[src/rtl/ptw_pkg.sv]
package ptw_pkg;

  // Field positions inside a table entry
  localparam int unsigned ENT_VALID = 0;
  localparam int unsigned ENT_WRITE = 1;
  localparam int unsigned ENT_USED  = 2;
  localparam int unsigned ENT_DIRTY = 3;

  typedef enum logic [2:0] {
    ST_IDLE,
    ST_READ_L1,
    ST_READ_L2,
    ST_UPDATE,
    ST_DONE,
    ST_FAULT
  } walk_state_e;

  typedef enum logic [1:0] {
    FLT_NONE        = 2'd0,
    FLT_DIR_ABSENT  = 2'd1,
    FLT_LEAF_ABSENT = 2'd2,
    FLT_PROTECT     = 2'd3
  } fault_e;

endpackage

[src/rtl/ptw_addr_gen.sv]
module ptw_addr_gen #(
  parameter int unsigned ADDR_W = 32,
  parameter int unsigned IDX1_W = 10,
  parameter int unsigned IDX2_W = 10,
  parameter int unsigned OFS_W  = 12,
  parameter int unsigned ENT_W  = 32
) (
  input  logic [ADDR_W-1:0]       root_base,
  input  logic [IDX1_W-1:0]       dir_idx,
  input  logic [ADDR_W-OFS_W-1:0] tbl_frame,
  input  logic [IDX2_W-1:0]       leaf_idx,
  output logic [ADDR_W-1:0]       dir_addr,
  output logic [ADDR_W-1:0]       leaf_addr
);
  // Byte shift turning an entry index into a byte offset
  localparam int unsigned ENT_SH = $clog2(ENT_W / 8);

  logic [ADDR_W-1:0] dir_ofs;
  logic [ADDR_W-1:0] leaf_ofs;
  logic [ADDR_W-1:0] tbl_base;

  always_comb begin
    dir_ofs   = ADDR_W'(dir_idx) << ENT_SH;
    leaf_ofs  = ADDR_W'(leaf_idx) << ENT_SH;
    tbl_base  = {tbl_frame, {OFS_W{1'b0}}};
    dir_addr  = root_base + dir_ofs;
    leaf_addr = tbl_base + leaf_ofs;
  end

endmodule

[src/rtl/ptw_leaf_eval.sv]
module ptw_leaf_eval
  import ptw_pkg::*;
#(
  parameter int unsigned ADDR_W = 32,
  parameter int unsigned OFS_W  = 12,
  parameter int unsigned ENT_W  = 32
) (
  input  logic [ENT_W-1:0]  leaf,
  input  logic              is_write,
  input  logic [OFS_W-1:0]  page_ofs,
  output logic [1:0]        fault,
  output logic [ENT_W-1:0]  new_leaf,
  output logic              need_wb,
  output logic [ADDR_W-1:0] paddr
);
  fault_e code;

  always_comb begin
    new_leaf            = leaf;
    new_leaf[ENT_USED]  = 1'b1;
    if (is_write) begin
      new_leaf[ENT_DIRTY] = 1'b1;
    end

    if (!leaf[ENT_VALID]) begin
      code = FLT_LEAF_ABSENT;
    end else if (is_write && !leaf[ENT_WRITE]) begin
      code = FLT_PROTECT;
    end else begin
      code = FLT_NONE;
    end

    fault   = code;
    need_wb = (code == FLT_NONE) && (new_leaf != leaf);
    paddr   = {leaf[ENT_W-1:OFS_W], page_ofs};
  end

endmodule

[src/rtl/ptw_fsm.sv]
module ptw_fsm
  import ptw_pkg::*;
#(
  parameter int unsigned ADDR_W = 32,
  parameter int unsigned ENT_W  = 32
) (
  input  logic              clk,
  input  logic              rst,
  input  logic              req_valid,
  input  logic [ADDR_W-1:0] req_vaddr,
  input  logic              req_write,
  output logic              req_ready,
  input  logic [ADDR_W-1:0] dir_addr,
  input  logic [ADDR_W-1:0] leaf_addr,
  output logic [ADDR_W-1:0] vaddr_q,
  output logic              write_q,
  output logic [ENT_W-1:0]  leaf_q,
  input  logic [1:0]        ev_fault,
  input  logic [ENT_W-1:0]  ev_new_leaf,
  input  logic              ev_need_wb,
  input  logic [ADDR_W-1:0] ev_paddr,
  output logic              mem_req,
  output logic              mem_we,
  output logic [ADDR_W-1:0] mem_addr,
  output logic [ENT_W-1:0]  mem_wdata,
  input  logic              mem_rvalid,
  input  logic [ENT_W-1:0]  mem_rdata,
  output logic              resp_valid,
  output logic              resp_fault,
  output logic [1:0]        resp_kind,
  output logic [ADDR_W-1:0] resp_vaddr,
  output logic [ADDR_W-1:0] resp_paddr
);
  walk_state_e       st;
  logic [ADDR_W-1:0] leaf_addr_q;

  assign req_ready = (st == ST_IDLE);

  always_ff @(posedge clk) begin
    if (rst) begin
      st          <= ST_IDLE;
      vaddr_q     <= '0;
      write_q     <= 1'b0;
      leaf_q      <= '0;
      leaf_addr_q <= '0;
      mem_req     <= 1'b0;
      mem_we      <= 1'b0;
      mem_addr    <= '0;
      mem_wdata   <= '0;
      resp_valid  <= 1'b0;
      resp_fault  <= 1'b0;
      resp_kind   <= FLT_NONE;
      resp_vaddr  <= '0;
      resp_paddr  <= '0;
    end else begin
      mem_req    <= 1'b0;
      mem_we     <= 1'b0;
      resp_valid <= 1'b0;
      case (st)
        ST_IDLE: begin
          if (req_valid) begin
            vaddr_q  <= req_vaddr;
            write_q  <= req_write;
            mem_req  <= 1'b1;
            mem_addr <= dir_addr;
            st       <= ST_READ_L1;
          end
        end
        ST_READ_L1: begin
          if (mem_rvalid) begin
            if (!mem_rdata[ENT_VALID]) begin
              resp_valid <= 1'b1;
              resp_fault <= 1'b1;
              resp_kind  <= FLT_DIR_ABSENT;
              resp_vaddr <= vaddr_q;
              resp_paddr <= '0;
              st         <= ST_FAULT;
            end else begin
              mem_req     <= 1'b1;
              mem_addr    <= leaf_addr;
              leaf_addr_q <= leaf_addr;
              st          <= ST_READ_L2;
            end
          end
        end
        ST_READ_L2: begin
          if (mem_rvalid) begin
            leaf_q <= mem_rdata;
            st     <= ST_UPDATE;
          end
        end
        ST_UPDATE: begin
          resp_valid <= 1'b1;
          resp_vaddr <= vaddr_q;
          if (ev_fault != FLT_NONE) begin
            resp_fault <= 1'b1;
            resp_kind  <= ev_fault;
            resp_paddr <= '0;
            st         <= ST_FAULT;
          end else begin
            resp_fault <= 1'b0;
            resp_kind  <= FLT_NONE;
            resp_paddr <= ev_paddr;
            if (ev_need_wb) begin
              mem_req   <= 1'b1;
              mem_we    <= 1'b1;
              mem_addr  <= leaf_addr_q;
              mem_wdata <= ev_new_leaf;
            end
            st <= ST_DONE;
          end
        end
        ST_DONE:  st <= ST_IDLE;
        ST_FAULT: st <= ST_IDLE;
        default:  st <= ST_IDLE;
      endcase
    end
  end

endmodule

[src/rtl/ptw_walker.sv]
module ptw_walker #(
  parameter int unsigned ADDR_W = 32,
  parameter int unsigned IDX1_W = 10,
  parameter int unsigned IDX2_W = 10,
  parameter int unsigned OFS_W  = 12,
  parameter int unsigned ENT_W  = 32
) (
  input  logic              clk,
  input  logic              rst,
  input  logic [ADDR_W-1:0] root_base,
  input  logic              req_valid,
  input  logic [ADDR_W-1:0] req_vaddr,
  input  logic              req_write,
  output logic              req_ready,
  output logic              mem_req,
  output logic              mem_we,
  output logic [ADDR_W-1:0] mem_addr,
  output logic [ENT_W-1:0]  mem_wdata,
  input  logic              mem_rvalid,
  input  logic [ENT_W-1:0]  mem_rdata,
  output logic              resp_valid,
  output logic              resp_fault,
  output logic [1:0]        resp_fault_kind,
  output logic [ADDR_W-1:0] resp_vaddr,
  output logic [ADDR_W-1:0] resp_paddr
);
  localparam int unsigned FRAME_W = ADDR_W - OFS_W;
  localparam int unsigned IDX2_LO = OFS_W;
  localparam int unsigned IDX1_LO = OFS_W + IDX2_W;

  logic [ADDR_W-1:0] dir_addr;
  logic [ADDR_W-1:0] leaf_addr;
  logic [ADDR_W-1:0] vaddr_q;
  logic              write_q;
  logic [ENT_W-1:0]  leaf_q;
  logic [1:0]        ev_fault;
  logic [ENT_W-1:0]  ev_new_leaf;
  logic              ev_need_wb;
  logic [ADDR_W-1:0] ev_paddr;

  ptw_addr_gen #(
    .ADDR_W(ADDR_W), .IDX1_W(IDX1_W), .IDX2_W(IDX2_W),
    .OFS_W(OFS_W), .ENT_W(ENT_W)
  ) u_addr (
    .root_base (root_base),
    .dir_idx   (req_vaddr[IDX1_LO +: IDX1_W]),
    .tbl_frame (mem_rdata[ENT_W-1 -: FRAME_W]),
    .leaf_idx  (vaddr_q[IDX2_LO +: IDX2_W]),
    .dir_addr  (dir_addr),
    .leaf_addr (leaf_addr)
  );

  ptw_leaf_eval #(
    .ADDR_W(ADDR_W), .OFS_W(OFS_W), .ENT_W(ENT_W)
  ) u_eval (
    .leaf     (leaf_q),
    .is_write (write_q),
    .page_ofs (vaddr_q[OFS_W-1:0]),
    .fault    (ev_fault),
    .new_leaf (ev_new_leaf),
    .need_wb  (ev_need_wb),
    .paddr    (ev_paddr)
  );

  ptw_fsm #(
    .ADDR_W(ADDR_W), .ENT_W(ENT_W)
  ) u_fsm (
    .clk         (clk),
    .rst         (rst),
    .req_valid   (req_valid),
    .req_vaddr   (req_vaddr),
    .req_write   (req_write),
    .req_ready   (req_ready),
    .dir_addr    (dir_addr),
    .leaf_addr   (leaf_addr),
    .vaddr_q     (vaddr_q),
    .write_q     (write_q),
    .leaf_q      (leaf_q),
    .ev_fault    (ev_fault),
    .ev_new_leaf (ev_new_leaf),
    .ev_need_wb  (ev_need_wb),
    .ev_paddr    (ev_paddr),
    .mem_req     (mem_req),
    .mem_we      (mem_we),
    .mem_addr    (mem_addr),
    .mem_wdata   (mem_wdata),
    .mem_rvalid  (mem_rvalid),
    .mem_rdata   (mem_rdata),
    .resp_valid  (resp_valid),
    .resp_fault  (resp_fault),
    .resp_kind   (resp_fault_kind),
    .resp_vaddr  (resp_vaddr),
    .resp_paddr  (resp_paddr)
  );

endmodule

[config.mk]
export PLATFORM = sky130hd
export DESIGN_NAME = ptw_walker
export DESIGN_NICKNAME = d
export VERILOG_FILES = /design/src/rtl/ptw_pkg.sv /design/src/rtl/ptw_addr_gen.sv /design/src/rtl/ptw_leaf_eval.sv /design/src/rtl/ptw_fsm.sv /design/src/rtl/ptw_walker.sv
export SDC_FILE = /design/constraint.sdc
export NUM_CORES = 1
export LEC_CHECK = 0
export CAP_MARGIN = 20
export CORE_ASPECT_RATIO = 1.2
export CORE_MARGIN = 10
export CORE_UTILIZATION = 45
export DETAILED_ROUTE_END_ITERATION = 7
export GPL_ROUTABILITY_DRIVEN = 0
export PLACE_DENSITY = 0.69
export SETUP_SLACK_MARGIN = 0.5
export SLEW_MARGIN = 10
export SYNTH_ARGS = -nofsm -noshare
export SYNTH_HDL_FRONTEND = slang
export SYNTH_HIERARCHICAL = 1
export SYNTH_SLANG_ARGS = --single-unit
[constraint.sdc]
create_clock -name clk -period 3.1 [get_ports clk]
set_input_delay 0.93 -clock clk [delete_from_list [all_inputs] [get_ports clk]]
set_output_delay 0.93 -clock clk [all_outputs]
set_load 0.05 [all_outputs]
* Yosys cells after proc, flatten, opt, wreduce, memory -nomap -nowiden
Cells that the tools add are included.
** Cells by class
- Add/subtract/negate cells :: 2
- Eq/ne operators :: 11
- Mux-type cells :: 39
- Bitwise gates (word level) :: 2
- Reduce and logical (&&, ||, !) cells :: 16
** Operator list (number)
- 2-to-1 mux 32 bit :: 10
- case mux 32 bit (2 select lines) :: 2
- case mux 32 bit (3 select lines) :: 1
- adder 32 x 12 -> 32 bit :: 2
- inequality test 2 bit (second input constant) :: 7
- 2-to-1 mux 1 bit :: 12
- 2-to-1 mux 3 bit :: 4
- case mux 3 bit (4 select lines) :: 1
- AND reduction 3 bit :: 4
- 2-to-1 mux 2 bit :: 5
- == test 3 x 2 -> 1 bit (second input constant) :: 2
- AND reduction 6 bit :: 1
- case mux 1 bit (2 select lines) :: 2
- case mux 2 bit (2 select lines) :: 1
- AND reduction 2 bit :: 2
- nonzero test 2 bit :: 2
- == test 3 x 1 -> 1 bit (second input constant) :: 1
- logical NOT 3 bit :: 1
- case mux 1 bit (3 select lines) :: 1
- nonzero test 3 bit :: 1
- logical AND 1 bit :: 2
- logical NOT 2 bit :: 1
- inequality test 2 bit :: 1
- NOT 1 bit :: 2
- other kinds (2) :: 2
** Storage, ports and cells
- Register bits :: 234
- Input port bits :: 101
- Output and inout port bits :: 135
- Logic and storage cells :: 84

* Depth between registers and ports, before layout
Gate-level depths: netlist of the first run.
- Word-level depth :: 9
- Mapped depth :: 12
- Depth with buffers taken out :: 11

* Modules after synthesis
Netlist of the first run, hierarchy kept.
** Modules (own cells, without submodules)
- ptw_fsm :: instances 1, cells an instance 1078, area an instance 9422.8 µm², sequential area each 4684.5 µm²
- ptw_addr_gen :: instances 1, cells an instance 154, area an instance 1123.6 µm², sequential area each 0.0 µm²
- ptw_leaf_eval :: instances 1, cells an instance 71, area an instance 520.5 µm², sequential area each 0.0 µm²

* Worst setup path after synthesis of the first run
No wires, ideal clock.
- Path kind :: input port to flip-flop
- From :: in root_base[2]
- To :: reg u_fsm.mem_addr[18]
- Library setup time :: 0.143 ns
- Arrival time :: 2.737 ns
- Required time :: 2.957 ns
- Setup slack :: 0.219 ns
- Stages :: 12
- Buffers on the path :: 1
- Cell sequence :: ha_1 inv_1 fa_1 and2b_1 o2111ai_1 a21oi_1 o41a_1 buf_6 nand4_1 xnor2_1 o221ai_2 a21oi_2
** Between the ends
- Word-level cells in the longest chain between the ends :: 3
** RTL lines
- start: declaration :: line ptw_walker.sv:10 : input logic [ADDR_W-1:0] root_base,
- adder 32 x 12 -> 32 bit :: line ptw_addr_gen.sv:26 : dir_addr = root_base + dir_ofs;
- net dir_addr[18] :: line ptw_walker.sv:31 : logic [ADDR_W-1:0] dir_addr;
- 2-to-1 mux 32 bit :: line ptw_fsm.sv:61 : if (req_valid) begin
- case mux 32 bit (3 select lines) :: line ptw_fsm.sv:59 : case (st)
- end signal: assignment :: line ptw_fsm.sv:65 : mem_addr <= dir_addr;
- end signal: assignment :: line ptw_fsm.sv:80 : mem_addr <= leaf_addr;
- end signal: assignment :: line ptw_fsm.sv:107 : mem_addr <= leaf_addr_q;
- end: declaration :: line ptw_fsm.sv:24 : output logic [ADDR_W-1:0] mem_addr,
The timed path passes the listed nets, and every way through them passes these cells. The select of a mux whose other input is x is not followed.
A chain may end at the register's enable or synchronous reset.

* Worst setup path in the final report of the first run
- From :: in req_vaddr[22]
- To :: reg u_fsm.mem_addr[12]
** Between the ends
- Word-level cells in the longest chain between the ends :: 3
** RTL lines
- start: declaration :: line ptw_walker.sv:12 : input logic [ADDR_W-1:0] req_vaddr,
- adder 32 x 12 -> 32 bit :: line ptw_addr_gen.sv:26
- net dir_addr[12] :: line ptw_walker.sv:31
- 2-to-1 mux 32 bit :: line ptw_fsm.sv:61
- case mux 32 bit (3 select lines) :: line ptw_fsm.sv:59
The timed path passes the listed nets, and every way through them passes these cells. The select of a mux whose other input is x is not followed.

==> summary.txt, run 1 <==
Status
  • Status: finished clean

STA
  • Max Fclk: 365.7 MHz
  • Final period utilization: 88.20%
  • Max-slew headroom: 31.37%
  • Unrepaired setup endpoints after global routing: true
  • Max-slew violations: 0
  • Min Tclk post-route: between 2000 and 3000 ps
  • Setup Viol. Count Final: 0
  • Count of final hold-check violations: 0
  • Clock Skew: 8.116 ps
  • Worst-margin pin slew: 1029 ps

Setup path
  • Delay-heaviest family, CP: compound AO/OA/AOI/OAI gates
  • CP Max Fanout: 5
  • WP data required: ~3500 ps
  • CP max stage delay: roughly 410 ps
  • Worst Setup End Kind: flip-flop
  • Critical path type: in2reg
  • Critical path data arrival time: around 3200 ps
  • Crit-path cells: buf_8 -> ha_4 -> inv_2 -> fa_2 -> and2b_2 -> o2111ai_4 -> a21oi_2 -> o41a_1 -> buf_6 -> buf_16 -> buf_6 -> xor2_2 -> o221ai_2 -> a21oi_2
  • Crit-path slowest cell: o41a_1
  • Worst Setup Start Kind: primary input
  • Crit path buffers/inverters: 5

Worst hold path
  • HP Class: reg2reg

Drt
  • Wirelength, routed: 31300 µm
  • Antenna viol nets, final: 0
  • Met3 wire len: around 2400 µm
  • Drt drc: 0
  • Wl on met1: 13700 µm
  • Top sig layer: met4
  • Starting DRT DRC Count: between 500 and 600
  • Via count: 9087
  • Drt pass-1 iters: 5
  • Met2 wire length: 14630 µm
  • Routed wire per std cell: 17.72 µm
  • DR vias/cell: 5.146

Synth
  • Mapped Cells: 1303
  • Syn Area/Cell: approximately 8.5 µm²
  • Post-Syn Area: 11070 µm²
  • Sequential share of the synthesized area: a little over two fifths
  • Top cell type's share of synthesized area: 42.33%
  • Yosys warns: 6
  • Seq cells post-synth: 234
  • EDFF count, synth: 0
  • Top post-synthesis cells by area: dfxtp_1 42%, nand2_1 12%, buf_4 8.0%
  • Distinct cells, synth: 58
  • Async set or reset register ratio after synthesis: 0%
  • Synth area leader: dfxtp_1
  • Leading register cell type out of synthesis: dfxtp_1

Power
  • Maximum VDD drop: 0.0004293 V
  • P_leak: between 5 and 6 nW
  • Pwr Density: 536.2 nW/µm²

Cells and area
  • Layout net count: 1539
  • Most frequent cells in the layout: 364 x nand2_1, 233 x dfxtp_1, 167 x a21oi_1
  • Layout Utilization: 58.34%
  • Final Instance Area: 14030 µm²
  • Most common cell after layout, fill and taps aside: nand2_1
  • P&R area growth vs syn: 26.76%
  • Ratio of cells with drive above 1 in the final layout: 16.62%

Clock network
  • CTS tree: built
  • Clock latency on the worst-skew pair: about 530 ps
  • H-tree level count: 1
  • Hold Buf Count CTS: 0
  • Root buffer cell: clkbuf_16
  • Clock buffer depth: 3
  • CTS clk-pin slew, worst paths: around 60 ps
  • Num Clock Sinks: 234
  • Cts bufs inserted: 25

Job
  • Max-Cap Viols: 0

Place
  • Port buffer count: 235
  • Dpl hpwl: 21430 µm
  • Placed Area: around 13000 µm²

Floorplanning
  • Die Y: 191.8 µm
  • Core area: 24050 µm²
  • Cell Rows: 62
  • Starting density of the core: 46.02%
  • Die X: ~160 µm
  • Number of I/O pins: 236
  • Die area: approximately 31000 µm²

Global route
  • First-pass GRT wire length: around 50000 µm
  • Largest net degree at the start of global routing: between 100 and 150
  • GRT Total Usage: 19.35%
  • Antenna violations before repair: 3
  • Number of global-route vias before repair: 9179
  • Total grt overflow: 0
==> final timing paths <==
check                                         from                          endpoint  slack, ps  cells after the start
hold / removal    u_fsm/mem_wdata[28]$_SDFFE_PP0P_  u_fsm/mem_wdata[28]$_SDFFE_PP0P_        450                      2
setup reg to reg          u_fsm/st[1]$_SDFFE_PP0P_  u_fsm/resp_paddr[1]$_SDFFE_PP0P_       1000                      4
setup / recovery                     req_vaddr[22]   u_fsm/mem_addr[12]$_SDFFE_PP0P_        370                     14
hold reg to reg   u_fsm/mem_wdata[28]$_SDFFE_PP0P_  u_fsm/mem_wdata[28]$_SDFFE_PP0P_        450                      2
==> stage by stage <==
step | hold slack, ps | total power [mW] | TNS, ps | setup slack [ps] | std cells
2_1_floorplan | 432.1 | 4.048 | 0 | 261.0 | 1304
3_3_place_gp | 436.4 | 4.432 | -5151 | -499.6 | 1710
3_5_place_dp | 443.6 | 4.443 | -5951 | -558.2 | 1710
4_1_cts | 449.9 | 7.585 | 0 | 463.8 | 1761
5_1_grt | 466.9 | 7.817 | 0 | 326.2 | 1766
6_report | 448.9 | 7.523 | 0 | 365.8 | 1766
==> worst min-delay path, delay by kind of cell (launching register included) <==
kind             cells  cell delay (ps)
flip-flops           1              300
AO/OA/AOI/OAI        1               50
AND/OR/NAND/NOR      1               50
==> cell type report <==
type                            instances  area (µm²)
Clock inverter                         12       168.9
Inverter                                8       30.03
Antenna cell                            2       5.005
Fill cell                            2253       10020
Clock buffer                           32       691.9
Tap cell                              320       400.4
Multi-Input combinational cell        865        5215
Timing Repair Buffer                  293        2831
Sequential cell                       234        4686
==> power breakdown <==
group	internal (mW)	switching, mW	total, mW
clock	1.91	1.23	3.13
sequential	3.11	0.0701	3.18
combinational	0.489	0.722	1.21
==> cell usage after synthesis (all sizes together), types with 2 or more instances <==
master	n
and3	5
dfxtp	234
a211oi	2
a22oi	33
ha	10
o221ai	32
nor3b	3
and2	3
or2	3
a31oi	2
mux2i	32
conb	2
o21a	2
a21oi	202
nor2	49
buf	158
clkbuf	39
inv	8
nand3	41
nor2b	7
nand2	365
xor2	11
o21ai	6
xnor2	16
nand4	7
nor3	7
and4	4
a21o	4
==> registers in the layout, summed over array words and instances, names as in the netlist <==
name               count
u_fsm/leaf_addr_q     32
u_fsm/leaf_q          32
u_fsm/mem_addr        32
u_fsm/mem_req          1
u_fsm/mem_wdata       32
u_fsm/mem_we           1
u_fsm/resp_fault       1
u_fsm/resp_kind        2
u_fsm/resp_paddr      32
u_fsm/resp_vaddr      32
u_fsm/resp_valid       1
u_fsm/st               3
u_fsm/vaddr_q         32
u_fsm/write_q          1
==> layer usage <==
layer / global-route usage (%) / vias to the layer above
li1: - / 4542
met1: 24.48 / 4287
met2: 31.50 / 221
met3: 5.590 / 37
met4: 5.174 / 0
met5: 0 / -
==> logic make-up after synthesis <==
group                      after synthesis  synth area share, %
other                                    2              0.06786
xor gates and xnor gates                27                2.137
muxes                                   33                3.030
DFF                                    234                42.33
buffers and inverters                  205                12.43
AOI/OAI and AO/OA                      293                20.06
adders and majority gates               11                1.311
and+or+nand+nor                        498                18.64
==> timing repair <==
item,4_1_cts,5_1_grt
pin swaps,19,22
resized for setup,173,13
endpoints found under the setup margin,154,21
cloned,1,0
setup buffers,6,3
(Power assumes the default switching activity.)
==> inputs of run 2 (changes only) <==
- CORE_MARGIN: 10 -> default
==> run 2 against run 1 <==
Against the previous run: routed wire length fell by 7.3%; sequential power hardly changed; utilization down 0.078 points; setup slack better by 84 ps; total power down 0.52%; clock skew is 1.2 ps lower; register-to-register slack worse by 140 ps; global-route usage up 3.1 points; via count up 0.88%; worst hold slack improved by 1.6 ps; clock power about the same; flip-flop and latch count unchanged.
==> summary.txt, run 2 (same netlist as run 1, synthesis figures left out) <==
Status
  • Status: finished clean

Floorplanning
  • Die area: 25230 µm²
  • Starting density of the core: 46.02%
  • Die Y: between 150 and 200 µm
  • Die X: 145.2 µm
  • Number of I/O pins: 236
  • Core area: roughly 24000 µm²
  • Cell Rows: 62

Cells and area
  • Filler cell count: between 2k and 2.5k
  • Ratio of cells with drive above 1 in the final layout: 16.56%
  • Most frequent cells in the layout: 361 x nand2_1, 233 x dfxtp_1, 167 x a21oi_1
  • Most common cell after layout, fill and taps aside: nand2_1
  • Layout net count: about 1.5k
  • Layout Utilization: about three fifths
  • P&R area growth vs syn: 26.59%
  • Final Instance Area: about 14000 µm²

Clock network
  • CTS tree: built
  • Root buffer cell: clkbuf_16
  • CTS clk-pin slew, worst paths: 60 ps
  • Num Clock Sinks: 234
  • Cts bufs inserted: 25
  • Clock latency on the worst-skew pair: 520 ps
  • H-tree level count: 1
  • Clock buffer depth: 3

Drt
  • Drt pass-1 iters: 5
  • Wirelength, routed: 29000 µm
  • Routed wire per std cell: 16.44 µm
  • DR vias/cell: roughly 5.2
  • Starting DRT DRC Count: 588
  • Via count: 9167
  • Antenna viol nets, final: 0
  • Drt drc: 0

Power
  • Pwr Density: approximately 530 nW/µm²
  • Maximum VDD drop: 0.0003709 V
  • P_leak: 5.515 nW

STA
  • Count of final hold-check violations: 0
  • Final period utilization: 85.49%
  • Setup Viol. Count Final: 0
  • Min Tclk post-route: about 2700 ps
  • Unrepaired setup endpoints after global routing: true
  • Max Fclk: 377.3 MHz
  • Max-slew headroom: 50.88%
  • Clock Skew: 6.867 ps
  • Max-slew violations: 0
  • Worst-margin pin slew: approximately 740 ps

Place
  • Port buffer count: between 200 and 250
  • Dpl hpwl: 19370 µm
  • Placed Area: 13090 µm²

Job
  • Max-Cap Viols: 0

Setup path
  • Critical path type: in2reg
  • Reg2Reg Setup Slack: 860 ps
  • R2r worst-path depth: 6
  • Crit-path slowest cell: fa_2
  • WP data required: 3500 ps
  • R2r endpoint: u_fsm/resp_paddr[31]$_SDFFE_PP0P_
  • Crit path top cell by count: a21oi_2
  • Worst Setup End Kind: flip-flop
  • RR Startpoint: u_fsm/st[1]$_SDFFE_PP0P_
  • CP Max Fanout: 5
  • Worst Setup Start Kind: primary input
  • CP max stage delay: 330 ps
  • Crit path buffers/inverters: 4
  • Critical path data arrival time: 3050 ps
  • Crit-path cells: buf_8 -> ha_4 -> inv_2 -> fa_2 -> and2b_1 -> o2111ai_2 -> a21oi_2 -> o41a_1 -> buf_6 -> buf_12 -> nand4_1 -> xnor2_2 -> o221ai_2 -> a21oi_2
  • Delay-heaviest family, CP: compound AO/OA/AOI/OAI gates

Global route
  • Total grt overflow: 0
  • Number of global-route vias before repair: 8724
  • Largest net degree at the start of global routing: 110
  • First-pass GRT wire length: between 40000 and 50000 µm
  • Antenna violations before repair: 1
  • GRT Total Usage: 22.43%

Worst hold path
  • HP Class: reg2reg
  • Hold Path Origin: u_fsm/resp_vaddr[26]$_SDFFE_PP0P_
  • Hold EP: u_fsm/resp_vaddr[26]$_SDFFE_PP0P_
  • Hold path depth: 2
## run 2: worst max-delay path by stage
stage             startpoint                              end  slack [ps]  cells past startpoint
2_1_floorplan   root_base[2]  u_fsm/mem_addr[26]$_SDFFE_PP0P_         260                     12
3_3_place_gp   req_vaddr[22]  u_fsm/mem_addr[30]$_SDFFE_PP0P_        -500                     13
3_5_place_dp   req_vaddr[22]  u_fsm/mem_addr[26]$_SDFFE_PP0P_        -560                     13
4_1_cts        req_vaddr[22]  u_fsm/mem_addr[12]$_SDFFE_PP0P_         490                     14
5_1_grt        req_vaddr[22]  u_fsm/mem_addr[30]$_SDFFE_PP0P_         350                     14
6_report       req_vaddr[22]  u_fsm/mem_addr[30]$_SDFFE_PP0P_         450                     14
## run 2: worst min-delay path, stage by stage (launching register included)
cell and delay [ps]:
dfxtp_1 300, nand2_1 50, a21oi_1 50
## run 2: per-stage QoR
step	power [mW]	setup slack, ps	hold WS (ps)	std cells	setup TNS [ps]
3_3_place_gp	4.420	-497.4	435.8	1711	-5084
2_1_floorplan	4.048	261.0	432.1	1304	0
6_report	7.483	449.9	450.5	1764	0
5_1_grt	7.786	345.6	469.1	1764	0
4_1_cts	7.555	491.4	452.3	1762	0
3_5_place_dp	4.431	-563.4	446.1	1711	-6181
## run 2: layout make-up
class / instances / area, µm² / area share [%]
multi-input cells: 865 / 5244 / 37.43
flip-flops and latches: 234 / 4686 / 33.45
repair buffers: 290 / 2786 / 19.89
clock buffers: 40 / 752.0 / 5.368
well taps: 320 / 400.4 / 2.858
clock inverters: 6 / 108.9 / 0.7770
inverters: 8 / 30.03 / 0.2143
diodes: 1 / 2.502 / 0.01786
## run 2: routing by layer
layer	routed length, µm	track usage, %
met3	2011	5.184
met5	0	0
met1	12750	29.16
met4	654	6.535
met2	13590	36.98
## run 2: repair_timing
action | in CTS | in global routing
hold buffers | 0 | 0
endpoints found under the setup margin | 148 | 27
gates resized for setup | 174 | 22
endpoints found under the hold margin | 0 | 0
cloned | 1 | 0
pin swaps | 16 | 15
buffers inserted | 4 | 1
## run 2: report_power, final
group          internal, mW  total, mW  switching, mW  leakage, nW
Combinational         0.481       1.20          0.719         3.19
Sequential             3.11       3.17         0.0676         1.90
Clock                  1.91       3.11           1.20        0.423
==> inputs of run 3 (changes only) <==
- CORE_MARGIN: default -> 1
- CORE_UTILIZATION: 45 -> 35
- PLACE_DENSITY: 0.69 -> 0.56
==> run 3 against run 2 <==
Against the previous run: register-to-register slack gained 50 ps; critical path depth is the same; final cell count grew 4.5%; combinational power is essentially flat; largest power group is now clock; global-route usage decreased by 3.6 points.
==> summary.txt, run 3 (same netlist as run 1, synthesis figures left out) <==
Drt
  • Top sig layer: met4
  • Drt pass-1 iters: 4
  • Wirelength, routed: between 30000 and 40000 µm
  • Via count: 8961
  • Met3 wire len: between 1500 and 2000 µm
  • Starting DRT DRC Count: 575
  • DR vias/cell: around 4.9
  • Met2 wire length: 14300 µm
  • Antenna viol nets, final: 0
  • Drt drc: 0
  • Routed wire per std cell: 16.93 µm
  • Wl on met1: 14460 µm

Setup path
  • Worst Setup Start Kind: primary input
  • WP data required: between 3000 and 4000 ps
  • Crit-path cells: buf_8 -> ha_4 -> inv_2 -> fa_2 -> and2b_2 -> o2111ai_4 -> a21oi_2 -> o41a_1 -> buf_6 -> buf_12 -> nand4b_1 -> xnor2_1 -> o221ai_2 -> a21oi_2
  • Critical path data arrival time: slightly above 3000 ps
  • Critical path type: in2reg
  • CP Max Fanout: 5
  • Crit path top cell by count: a21oi_2
  • Crit path buffers/inverters: 4
  • CP max stage delay: 330 ps
  • Delay-heaviest family, CP: compound AO/OA/AOI/OAI gates
  • Worst Setup End Kind: flip-flop
  • Crit-path slowest cell: fa_2

STA
  • Setup Viol. Count Final: 0
  • Max-slew headroom: 33.74%
  • Clock Skew: 19.29 ps
  • Worst-margin pin slew: roughly 990 ps
  • Setup TNS: 0 ps
  • Final period utilization: a little under nine tenths
  • Min Tclk post-route: approximately 2700 ps
  • WHS: 449.1 ps
  • Count of final hold-check violations: 0
  • Max Fclk: 375.5 MHz
  • Max-slew violations: 0
  • Unrepaired setup endpoints after global routing: true

Floorplanning
  • Die Y: 196.8 µm
  • Starting density of the core: between 30 and 40%
  • Cell Rows: 70
  • Number of I/O pins: 236
  • Core area: 30830 µm²
  • Die X: 164.3 µm
  • Die area: 32340 µm²

Clock network
  • Root buffer cell: clkbuf_16
  • Clock latency on the worst-skew pair: 530 ps
  • CTS tree: built
  • H-tree level count: 1
  • CTS clk-pin slew, worst paths: 60 ps
  • Num Clock Sinks: 234
  • Cts bufs inserted: 26
  • Clock buffer depth: 3

Power
  • Maximum VDD drop: 0.0003623 V
  • P_leak: 5.471 nW
  • Pwr Density: 540.1 nW/µm²
  • Total power draw: around 7.7 mW

Global route
  • Total grt overflow: 0
  • Number of global-route vias before repair: 8637
  • Antenna violations before repair: 1
  • First-pass GRT wire length: 48570 µm
  • Largest net degree at the start of global routing: 81
  • GRT Total Usage: 18.78%

Status
  • Status: finished clean

Cells and area
  • Finished Layout Cells: roughly 1.8k
  • P&R area growth vs syn: 28.06%
  • Filler cell count: 3070
  • Ratio of cells with drive above 1 in the final layout: ~17%
  • Layout net count: 1538
  • Most frequent cells in the layout: 361 x nand2_1, 233 x dfxtp_1, 167 x a21oi_1
  • Most common cell after layout, fill and taps aside: nand2_1

Job
  • Max-Cap Viols: 0

Worst hold path
  • HP Class: reg2reg

Place
  • Port buffer count: around 240
  • Dpl hpwl: 20490 µm
  • Placed cell count: 1786
run 3: cell types whose count changed in the layout (fill, tap and decap cells not counted), moves of 2 or more:
cell	previous run	this run
clkbuf_16	25	27
clkinvlp_4	0	4
clkdlybuf4s50_1	85	90
dlymetal6s2s_1	9	7
dlygate4sd2_1	133	130
ha_4	6	4
run 3: path summary, 6_finish.rpt:
check / from / end / slack, ps / cells after the start
worst min register to register: u_fsm/resp_vaddr[26]$_SDFFE_PP0P_ / u_fsm/resp_vaddr[26]$_SDFFE_PP0P_ / 450 / 2
worst min-delay path: u_fsm/resp_vaddr[26]$_SDFFE_PP0P_ / u_fsm/resp_vaddr[26]$_SDFFE_PP0P_ / 450 / 2
worst max-delay path: req_vaddr[22] / u_fsm/mem_addr[26]$_SDFFE_PP0P_ / 440 / 14
worst max register to register: u_fsm/st[1]$_SDFFE_PP0P_ / u_fsm/mem_addr[0]$_SDFFE_PP0P_ / 910 / 6
run 3: worst reg2reg max path, delay by kind of cell, from the launching register on:
family / cells / cell delay [ps]
buffers and inverters: 2 / 810
AO/OA/AOI/OAI: 3 / 550
AND/OR/NAND/NOR: 1 / 410
flip-flops: 1 / 350
run 3: power by group:
group | total, mW | internal, mW | switching [mW]
clock | 3.27 | 1.99 | 1.28
combinational | 1.21 | 0.483 | 0.729
sequential | 3.18 | 3.11 | 0.0695
total | 7.65 | 5.58 | 2.07
run 3: final cells by class:
| type | instances | area (µm²) | area share [%] |
|---|---|---|---|
| Antenna cell | 1 | 2.502 | 0.01766 |
| Clock buffer | 40 | 784.5 | 5.535 |
| Clock inverter | 8 | 125.1 | 0.8828 |
| Inverter | 8 | 30.03 | 0.2119 |
| Multi-Input combinational cell | 865 | 5246 | 37.02 |
| Sequential cell | 234 | 4686 | 33.06 |
| Tap cell | 396 | 495.5 | 3.496 |
| Timing Repair Buffer | 291 | 2803 | 19.78 |
run 3: timing repair:
action / CTS / global route
cloned: 1 / 0
gates resized for setup: 162 / 28
setup buffers: 4 / 3
setup endpoints to repair: 151 / 26
pin swaps: 14 / 22
hold buffers: 0 / 0
run 3: metrics by stage:
stage | area (µm²) | setup WS [ps] | utilization [%]
floorplan | 11170 | 261.0 | -
global placement | 13190 | -536.2 | 42.78
detailed placement | 13190 | -597.0 | 42.78
CTS | 14030 | 472.9 | 45.50
global route | 14170 | 355.8 | 45.96
finish | 14170 | 436.5 | 45.97
run 3: metal layers:
layer  track usage (%)  vias to the layer above
li1                  -                     4529
met5                 0                        -
met1             25.52                     4201
met3             3.872                       32
met2             30.19                      199
met4             4.492                        0
